<file path="config.mk">
export PLATFORM = sky130hd
export DESIGN_NAME = ata_probe_engine
export DESIGN_NICKNAME = d
export VERILOG_FILES = /design/src/rtl/ata_probe_pkg.sv /design/src/rtl/ata_step_counter.sv /design/src/rtl/ata_ident_capture.sv /design/src/rtl/ata_probe_engine.sv
export SDC_FILE = /design/constraint.sdc
export NUM_CORES = 2
export LEC_CHECK = 0
export BUFFER_PORTS_ARGS = -buffer_cell sky130_fd_sc_hd__buf_2
export CORE_ASPECT_RATIO = 1.1
export CORE_UTILIZATION = 45
export CTS_CLUSTER_DIAMETER = 80
export DETAILED_ROUTE_END_ITERATION = 16
export GPL_ROUTABILITY_DRIVEN = 0
export PLACE_DENSITY = 0.66
export SLEW_MARGIN = 10
export SYNTH_ARGS = -nofsm -noshare
export SYNTH_HDL_FRONTEND = slang
export SYNTH_SLANG_ARGS = --single-unit
</file>
<file path="constraint.sdc">
create_clock -name clk -period 12.5 [get_ports clk]
set_input_delay 0.625 -clock clk [delete_from_list [all_inputs] [get_ports clk]]
set_output_delay 0.625 -clock clk [all_outputs]
set_load 0.005 [all_outputs]
</file>
<file path="src/rtl/ata_probe_pkg.sv">
package ata_probe_pkg;
    localparam int WORD_W      = 16;
    localparam int CAP_W       = 32;
    localparam int BLOCK_WORDS = 256;
    localparam int IDX_W       = $clog2(BLOCK_WORDS);
    localparam int NPOS        = 2;

    typedef enum logic [1:0] {
        KIND_EMPTY  = 2'd0,
        KIND_DISK   = 2'd1,
        KIND_PACKET = 2'd2
    } dev_kind_t;

    localparam logic [2:0] OFS_DATA   = 3'd0;
    localparam logic [2:0] OFS_SIG_LO = 3'd4;
    localparam logic [2:0] OFS_SIG_HI = 3'd5;
    localparam logic [2:0] OFS_SELECT = 3'd6;
    localparam logic [2:0] OFS_STATUS = 3'd7;

    localparam logic [7:0] SEL_BASE    = 8'hA0;
    localparam logic [7:0] CTL_QUIET   = 8'h0A;
    localparam logic [7:0] CMD_IDENT   = 8'hEC;
    localparam logic [7:0] SIG_LO_VAL  = 8'h14;
    localparam logic [7:0] SIG_HI_VAL  = 8'hEB;

    localparam int ST_BUSY  = 7;
    localparam int ST_READY = 6;
    localparam int ST_SEEK  = 4;
    localparam int ST_DREQ  = 3;
endpackage

</file>
<file path="src/rtl/ata_step_counter.sv">
module ata_step_counter #(
    parameter int W = 8
) (
    input  logic         clk,
    input  logic         rst_n,
    input  logic         clr,
    input  logic         en,
    input  logic [W-1:0] limit,
    output logic [W-1:0] count,
    output logic         at_limit
);
    assign at_limit = (count == limit);

    always_ff @(posedge clk) begin
        if (!rst_n)               count <= '0;
        else if (clr)             count <= '0;
        else if (en && !at_limit) count <= count + 1'b1;
    end
endmodule

</file>
<file path="src/rtl/ata_ident_capture.sv">
module ata_ident_capture
    import ata_probe_pkg::*;
(
    input  logic              clk,
    input  logic              rst_n,
    input  logic              clr,
    input  logic              word_valid,
    input  logic [IDX_W-1:0]  word_idx,
    input  logic [WORD_W-1:0] word,
    output logic [WORD_W-1:0] cyl,
    output logic [WORD_W-1:0] heads,
    output logic [WORD_W-1:0] sects,
    output logic              lba_ok,
    output logic [CAP_W-1:0]  capacity,
    output logic              cap_err
);
    logic              cap_bit, valid_bit, ver_nz;
    logic [WORD_W-1:0] lba_lo, lba_hi;
    logic [47:0]       chs_prod;
    logic              chs_big;

    always_ff @(posedge clk) begin
        if (!rst_n || clr) begin
            cyl <= '0; heads <= '0; sects <= '0;
            cap_bit <= 1'b0; valid_bit <= 1'b0; ver_nz <= 1'b0;
            lba_lo <= '0; lba_hi <= '0;
        end else if (word_valid) begin
            unique case (word_idx)
                8'd1:    cyl       <= word;
                8'd3:    heads     <= word;
                8'd6:    sects     <= word;
                8'd49:   cap_bit   <= word[9];
                8'd53:   valid_bit <= word[0];
                8'd60:   lba_lo    <= word;
                8'd61:   lba_hi    <= word;
                8'd80:   ver_nz    <= (word != '0);
                default: ;
            endcase
        end
    end

    assign lba_ok   = cap_bit && ver_nz && valid_bit && lba_lo[0];
    assign chs_prod = {32'd0, cyl} * {32'd0, heads} * {32'd0, sects};
    assign chs_big  = (cyl == 16'd16383) && (heads == 16'd16) && (sects == 16'd63);

    always_comb begin
        if (chs_big) capacity = lba_ok ? {lba_hi, lba_lo} : '0;
        else         capacity = chs_prod[CAP_W-1:0];
    end
    assign cap_err = chs_big && !lba_ok;

    p_cap_err_zero_r8: assert property (@(posedge clk) disable iff (!rst_n)
        cap_err |-> (capacity == '0));
endmodule

</file>
<file path="src/rtl/ata_probe_engine.sv">
module ata_probe_engine
    import ata_probe_pkg::*;
#(
    parameter int MAX_POLLS = 30000,
    parameter int SETTLE_W  = 8
) (
    input  logic                           clk,
    input  logic                           rst_n,
    input  logic                           start,
    input  logic [SETTLE_W-1:0]            settle_cycles,
    output logic [2:0]                     bus_addr,
    output logic                           bus_ctl,
    output logic                           bus_rd,
    output logic                           bus_wr,
    output logic [7:0]                     bus_wdata,
    input  logic [7:0]                     bus_rdata,
    input  logic [WORD_W-1:0]              bus_data,
    output logic                           done,
    output logic [NPOS-1:0][1:0]           dev_type,
    output logic [NPOS-1:0][WORD_W-1:0]    dev_cyl,
    output logic [NPOS-1:0][WORD_W-1:0]    dev_heads,
    output logic [NPOS-1:0][WORD_W-1:0]    dev_sects,
    output logic [NPOS-1:0]                dev_lba,
    output logic [NPOS-1:0][CAP_W-1:0]     dev_capacity,
    output logic [NPOS-1:0]                dev_err
);
    localparam int                POLL_W     = $clog2(MAX_POLLS + 1);
    localparam logic [POLL_W-1:0] POLL_LIMIT = POLL_W'(MAX_POLLS - 1);

    typedef enum logic [3:0] {
        S_IDLE, S_SEL, S_SETTLE, S_STAT, S_CYL_LO, S_CYL_HI, S_CTL,
        S_CMD, S_POLL, S_XFER, S_STORE, S_NEXT, S_DONE
    } state_t;

    state_t            state, state_nx;
    logic              pos;
    logic              sig_lo_hit;
    logic [IDX_W-1:0]  word_cnt;
    logic [SETTLE_W-1:0] settle_cnt;
    logic              settle_hit;
    logic [POLL_W-1:0] poll_cnt;
    logic              poll_hit;
    logic              st_busy, st_dreq, st_disk, poll_end;
    logic [WORD_W-1:0] c_cyl, c_heads, c_sects;
    logic              c_lba, c_err;
    logic [CAP_W-1:0]  c_cap;

    ata_step_counter #(.W(SETTLE_W)) u_settle (
        .clk(clk), .rst_n(rst_n), .clr(state != S_SETTLE), .en(state == S_SETTLE),
        .limit(settle_cycles), .count(settle_cnt), .at_limit(settle_hit));

    ata_step_counter #(.W(POLL_W)) u_poll (
        .clk(clk), .rst_n(rst_n), .clr(state != S_POLL), .en(state == S_POLL),
        .limit(POLL_LIMIT), .count(poll_cnt), .at_limit(poll_hit));

    ata_ident_capture u_cap (
        .clk(clk), .rst_n(rst_n), .clr(state == S_CMD),
        .word_valid(state == S_XFER), .word_idx(word_cnt), .word(bus_data),
        .cyl(c_cyl), .heads(c_heads), .sects(c_sects),
        .lba_ok(c_lba), .capacity(c_cap), .cap_err(c_err));

    assign st_busy  = bus_rdata[ST_BUSY];
    assign st_dreq  = bus_rdata[ST_DREQ];
    assign st_disk  = bus_rdata[ST_READY] || bus_rdata[ST_SEEK];
    assign poll_end = !st_busy || poll_hit;

    // state register
    always_ff @(posedge clk) begin
        if (!rst_n) state <= S_IDLE;
        else        state <= state_nx;
    end

    // transitions
    always_comb begin
        state_nx = state;
        unique case (state)
            S_IDLE:   if (start) state_nx = S_SEL;
            S_SEL:    state_nx = S_SETTLE;
            S_SETTLE: if (settle_hit) state_nx = S_STAT;
            S_STAT:   state_nx = st_busy ? S_NEXT : (st_disk ? S_CTL : S_CYL_LO);
            S_CYL_LO: state_nx = S_CYL_HI;
            S_CYL_HI: state_nx = S_NEXT;
            S_CTL:    state_nx = S_CMD;
            S_CMD:    state_nx = S_POLL;
            S_POLL:   if (poll_end) state_nx = st_dreq ? S_XFER : S_NEXT;
            S_XFER:   if (word_cnt == IDX_W'(BLOCK_WORDS - 1)) state_nx = S_STORE;
            S_STORE:  state_nx = S_NEXT;
            S_NEXT:   state_nx = pos ? S_DONE : S_SEL;
            S_DONE:   state_nx = S_IDLE;
            default:  state_nx = S_IDLE;
        endcase
    end

    // bus outputs
    always_comb begin
        bus_addr = OFS_DATA; bus_ctl = 1'b0; bus_rd = 1'b0; bus_wr = 1'b0;
        bus_wdata = 8'h00;   done = 1'b0;
        unique case (state)
            S_SEL:    begin bus_wr = 1'b1; bus_addr = OFS_SELECT;
                            bus_wdata = SEL_BASE | {3'b000, pos, 4'b0000}; end
            S_STAT,
            S_POLL:   begin bus_rd = 1'b1; bus_addr = OFS_STATUS; end
            S_CYL_LO: begin bus_rd = 1'b1; bus_addr = OFS_SIG_LO; end
            S_CYL_HI: begin bus_rd = 1'b1; bus_addr = OFS_SIG_HI; end
            S_CTL:    begin bus_wr = 1'b1; bus_ctl = 1'b1; bus_wdata = CTL_QUIET; end
            S_CMD:    begin bus_wr = 1'b1; bus_addr = OFS_STATUS; bus_wdata = CMD_IDENT; end
            S_XFER:   begin bus_rd = 1'b1; bus_addr = OFS_DATA; end
            S_DONE:   done = 1'b1;
            default:  ;
        endcase
    end

    // result registers
    always_ff @(posedge clk) begin
        if (!rst_n) begin
            pos <= 1'b0; sig_lo_hit <= 1'b0; word_cnt <= '0;
            dev_type <= '0; dev_cyl <= '0; dev_heads <= '0; dev_sects <= '0;
            dev_lba <= '0; dev_capacity <= '0; dev_err <= '0;
        end else begin
            unique case (state)
                S_IDLE: if (start) begin
                    pos <= 1'b0;
                    dev_type <= '0; dev_cyl <= '0; dev_heads <= '0; dev_sects <= '0;
                    dev_lba <= '0; dev_capacity <= '0; dev_err <= '0;
                end
                S_STAT:   if (!st_busy && st_disk) dev_type[pos] <= KIND_DISK;
                S_CYL_LO: sig_lo_hit <= (bus_rdata == SIG_LO_VAL);
                S_CYL_HI: if (sig_lo_hit && bus_rdata == SIG_HI_VAL) dev_type[pos] <= KIND_PACKET;
                S_CMD:    word_cnt <= '0;
                S_POLL:   if (poll_end && !st_dreq) dev_err[pos] <= 1'b1;
                S_XFER:   word_cnt <= word_cnt + 1'b1;
                S_STORE: begin
                    dev_cyl[pos] <= c_cyl;     dev_heads[pos] <= c_heads;
                    dev_sects[pos] <= c_sects; dev_lba[pos] <= c_lba;
                    dev_capacity[pos] <= c_cap; dev_err[pos] <= c_err;
                end
                S_NEXT:   pos <= 1'b1;
                default:  ;
            endcase
        end
    end

    p_one_strobe_r1: assert property (@(posedge clk) disable iff (!rst_n)
        !(bus_rd && bus_wr));
    p_sel_code_r1: assert property (@(posedge clk) disable iff (!rst_n)
        (bus_wr && !bus_ctl && bus_addr == OFS_SELECT) |-> (bus_wdata inside {8'hA0, 8'hB0}));
    p_settle_first_r2: assert property (@(posedge clk) disable iff (!rst_n)
        (state == S_STAT) |-> ($past(state) == S_SETTLE));
    p_type_code_r3: assert property (@(posedge clk) disable iff (!rst_n)
        (dev_type[0] != 2'd3) && (dev_type[1] != 2'd3));
    p_poll_bound_r5: assert property (@(posedge clk) disable iff (!rst_n)
        (state == S_POLL) |-> (poll_cnt <= POLL_LIMIT));
    p_full_block_r6: assert property (@(posedge clk) disable iff (!rst_n)
        (state == S_STORE) |-> ($past(word_cnt) == IDX_W'(BLOCK_WORDS - 1)));
    p_done_pulse_r9: assert property (@(posedge clk) disable iff (!rst_n)
        done |=> !done);
endmodule

</file>
==> metrics.txt <==
# TYPE chip_impl_metric gauge
chip_impl_info{name="status",value="finished, final reports clean"} 1
chip_impl_info{name="synth_top_family_by_area",value="adder cells"} 1
chip_impl_metric{name="fp.dieW",unit="µm"} 256
chip_impl_metric{name="post_drt_wl_per_cell",unit="µm"} 19.5
chip_impl_metric{name="clk_latency",unit="ns"} 0.60
chip_impl_metric{name="synth-edff-count",unit=""} 0
chip_impl_metric{name="first_global_vias",unit=""} 26159
chip_impl_metric{name="num-nets-final",unit=""} 4530
chip_impl_metric{name="num_rows",unit=""} 102
chip_impl_metric{name="max_cap_viol_count",unit=""} 0
chip_impl_metric{name="cts.sinks",unit=""} 288
chip_impl_metric{name="number_of_antenna_violations_at_the_first_check_in_global_routing",unit=""} 1
chip_impl_info{name="worstHoldStart",value="bus_rdata[5]"} 1
chip_impl_metric{name="layout-drive-gt1-share",unit="%"} 9.94
chip_impl_metric{name="worst-endpoint-required",unit="ns"} 13.01
chip_impl_metric{name="design.core.area",unit="µm²"} 70300
chip_impl_metric{name="layout.core_utilization",unit="%"} 49.8
chip_impl_metric{name="cts_buffer_depth",unit=""} 3
chip_impl_metric{name="dieArea",unit="µm²"} 72000
chip_impl_metric{name="syn_to_final_growth",unit="%"} 9.66
chip_impl_metric{name="max_slew_margin",unit="%"} 20.3
chip_impl_metric{name="floorplan.die.height",unit="µm"} 281
chip_impl_metric{name="globalRouteTotalUtil",unit="%"} 26.1
chip_impl_metric{name="ys_warn_count",unit=""} 0
chip_impl_info{name="critical-path-top-delay-family",value="adder cells"} 1
chip_impl_metric{name="totalWireLength",unit="µm"} 93000
chip_impl_info{name="critPathKind",value="reg2reg"} 1
chip_impl_info{name="cts.root.buffer_cell",value="clkbuf_16"} 1
chip_impl_metric{name="grt.overflow.total",unit=""} 0
chip_impl_metric{name="synth_cell_types",unit=""} 73
chip_impl_info{name="critPathMostFrequentCell",value="fa_1"} 1
chip_impl_info{name="hp_class",value="in2reg"} 1
chip_impl_metric{name="cp_data_arrival_time",unit="ns"} 12.40
chip_impl_metric{name="setup_total_negative_slack",unit="ns"} 0
chip_impl_metric{name="maxSlewViolCount",unit=""} 0
chip_impl_metric{name="hold_ws",unit="ns"} 0.355
chip_impl_metric{name="clock_tree.htree_level_count",unit=""} 1
chip_impl_metric{name="share_of_cell_area_taken_by_muxes_after_synthesis",unit="%"} 0.188
chip_impl_metric{name="layout_worst_path_cycle_share",unit="%"} 95.2
chip_impl_metric{name="fillCellCount",unit=""} 6737
chip_impl_metric{name="largest_stage_delay_worst_path",unit="ns"} 0.55
chip_impl_metric{name="synth_compound_area_share",unit="%"} 9.91
chip_impl_info{name="start_kind",value="flip-flop"} 1
chip_impl_info{name="slowest_stage",value="fa_1"} 1
chip_impl_metric{name="adder_cell_share_of_the_synthesized_area",unit="%"} 38.1
chip_impl_metric{name="dp.final_hpwl",unit="µm"} 70900
chip_impl_info{name="rsz0062_at_grt",value="no"} 1
chip_impl_metric{name="worst-r2r-setup-slack",unit="ns"} 0.61
chip_impl_metric{name="vias_per_cell",unit=""} 5.40
chip_impl_metric{name="dr_total_vias",unit=""} 25784
chip_impl_metric{name="hold_viol_final",unit=""} 0
chip_impl_metric{name="cts.clk_slew.worst_paths",unit="ns"} 0.06
chip_impl_info{name="cp-end-kind",value="flip-flop"} 1
chip_impl_metric{name="synth.yosys.seq_area_share",unit="%"} 18.1
chip_impl_metric{name="pwr_density_cell",unit="nW/µm²"} 58.5
chip_impl_info{name="cts_tree",value="done"} 1
chip_impl_metric{name="final-setup-viol-count",unit=""} 0
chip_impl_info{name="worstHoldEndpoint",value="sig_lo_hit"} 1
chip_impl_metric{name="vdd_ir_drop_max",unit="mV"} 0.115
chip_impl_metric{name="syn-num-nets",unit=""} 4440
chip_impl_metric{name="numPlacedInstances",unit=""} 4726
chip_impl_metric{name="worst-r2r-cell-count",unit=""} 44
chip_impl_metric{name="logic_depth_of_the_worst_setup_path_including_buffers",unit=""} 44
chip_impl_metric{name="total_leakage_power",unit="nW"} 15.3
chip_impl_metric{name="ys_seq_elements",unit=""} 288
chip_impl_metric{name="boundaryPins",unit=""} 218
chip_impl_metric{name="timing.critical_path.buf_inv",unit=""} 9
chip_impl_metric{name="drt_iter0_drc",unit=""} 2041
chip_impl_metric{name="grt_max_degree",unit=""} 113
chip_impl_info{name="regToRegStartpoint",value="u_cap.heads[4]"} 1
chip_impl_info{name="timing.rr.end",value="dev_capacity[31]"} 1
chip_impl_metric{name="layout.cells.non_filler",unit=""} 4778
chip_impl_info{name="final_cell_mix",value="593 x nand2_1, 592 x inv_1, 498 x fa_1"} 1
chip_impl_metric{name="post_synth_and_or_nand_nor_area_fraction",unit="%"} 20.7
chip_impl_metric{name="worst-slew-pin-transition",unit="ns"} 1.19
chip_impl_info{name="layout.cells.most_common",value="nand2_1"} 1
chip_impl_metric{name="cts_buffers",unit=""} 30
chip_impl_metric{name="cell_area_synth",unit="µm²"} 31900
chip_impl_metric{name="effective_utilization_at_floorplan",unit="%"} 45.4
chip_impl_metric{name="synth_cells",unit=""} 3732
chip_impl_metric{name="antennaDiodeCount",unit=""} 0
chip_impl_metric{name="holdPathStages",unit=""} 4
chip_impl_metric{name="final.setup_skew",unit="ns"} 0.0276
chip_impl_metric{name="firstDrtPassIters",unit=""} 6
chip_impl_metric{name="postCtsHoldBufs",unit=""} 0
chip_impl_metric{name="async_reset_ff_share",unit="%"} 0
chip_impl_metric{name="synthesis.area_per_instance",unit="µm²"} 8.56
chip_impl_metric{name="yosys.area_share.xor_xnor",unit="%"} 3.17
chip_impl_metric{name="postRouteAntennaNets",unit=""} 0
chip_impl_metric{name="remaining_drc_errors",unit=""} 0
chip_impl_info{name="leading_register_cell_type_out_of_synthesis",value="dfxtp_1"} 1
chip_impl_metric{name="period_needed",unit="ns"} 11.89
chip_impl_metric{name="placement.io_buffers",unit=""} 216
chip_impl_metric{name="grt_pass1_wl",unit="µm"} 148000
chip_impl_metric{name="achievable-frequency",unit="MHz"} 84.1
chip_impl_metric{name="cp_max_fo",unit=""} 14
## synthesized netlist by cell type, types with 4 or more instances
cell      number  area share [%]
o21a_1        11            0.26
dfxtp_1      288              18
and2_1       273             5.3
a21oi_1      144             2.3
nand3_1       66             1.0
xor2_1        37             1.0
o21ai_1        5           0.078
ha_1         175             6.9
nor3_1        17            0.27
nand3b_1       7            0.16
a21o_1        24            0.56
a22o_1        14            0.38
o21bai_1      13            0.31
a31oi_1        9            0.18
buf_4          4           0.094
and4_1         7            0.19
nor2_1        89             1.0
inv_1        592             7.0
nand2_1      596             7.0
nor4b_1        7            0.19
nor2b_1      161             3.2
or2_2          5           0.098
xnor3_1        5            0.35
a21boi_0      10            0.24
and3_1        35            0.69
fa_1         498              31
xnor2_1       64             1.8
clkbuf_1     226             2.7
nor4_1        12            0.24
o21ai_0       72             1.1
a211oi_1       6            0.14
nand2b_1      28            0.55
a22oi_1      146             3.4
mux2i_1        6            0.19
nand4_1       19            0.37
buf_1          7           0.082
## how the worst max path moves through the flow
stage	from	end	slack [ns]
after floorplan	u_cap.heads[1]	dev_capacity[63]	0.74
after global placement	u_cap.heads[4]	dev_capacity[63]	0.52
after detailed placement	u_cap.heads[4]	dev_capacity[31]	0.33
after CTS	u_cap.heads[4]	dev_capacity[31]	0.25
after global routing	u_cap.heads[4]	dev_capacity[31]	0.01
final	u_cap.heads[4]	dev_capacity[31]	0.61
## registers in the layout, summed over array words and instances, names as in the netlist, 2 cells and up
register        cells
dev_err             2
dev_heads          32
u_cap.heads        16
u_poll.count       15
dev_sects          32
u_cap.lba_lo       16
word_cnt            8
dev_capacity       64
u_cap.cyl          16
u_cap.lba_hi       16
dev_cyl            32
dev_type            4
state               4
u_settle.count      8
u_cap.sects        16
dev_lba             2
## metrics by stage
stage | power (W) | cell area (µm²) | setup WS [ns]
floorplan | 0.00104 | 31900 | 0.744
global placement | 0.00110 | 33900 | 0.517
detailed placement | 0.00110 | 33900 | 0.329
CTS | 0.00206 | 35000 | 0.252
global route | 0.00210 | 35000 | 0.0120
finish | 0.00205 | 35000 | 0.606
## metal layers
| metal | vias up | GRT usage (%) | wire length, µm |
|---|---|---|---|
| met3 | 165 | 3.68 | 7020 |
| li1 | 11747 | - | - |
| met2 | 968 | 42.7 | 43500 |
| met4 | 0 | 9.43 | 3630 |
| met5 | - | 0 | 0 |
| met1 | 12904 | 35.3 | 38900 |
## worst register-to-register path, delay by kind of cell, from the launching register on
family	cells	cell delay, ns
simple gates	7	1.09
fa+ha+maj	14	6.69
compound gates	11	2.19
xor+xnor	3	0.85
buf+inv	9	0.59
flops	1	0.39
## cell families (layout without fill, tap and decap cells)
logic type / count (synthesis) / after routing
mux: 6 / 6
simple gates: 1337 / 1337
fa+ha+maj: 673 / 673
other cells: 1 / 1
flops: 288 / 288
xor+xnor: 107 / 107
buf+inv: 833 / 943
compound gates: 487 / 487
## final cells by class
class	instances	area [µm²]	area share, %
repair buffers	299	1710	4.87
flip-flops and latches	288	5770	16.5
clock buffers	44	893	2.55
clock inverters	8	155	0.443
well taps	936	1170	3.34
inverters	592	2220	6.35
multi-input cells	2611	23100	66.0
## timing repair
item	4_1_cts	5_1_grt
resized for setup	0	15
buffers inserted	0	0
endpoints found under the setup margin	0	4
hold endpoints to repair	0	0
## where the power goes
group | total, W | switching [W] | internal [W]
registers | 0.000931 | 0.00000982 | 0.000921
logic | 0.000149 | 0.000113 | 0.0000367
clock network | 0.000967 | 0.000393 | 0.000573
Note: power is estimated with default switching activity, not from simulation.
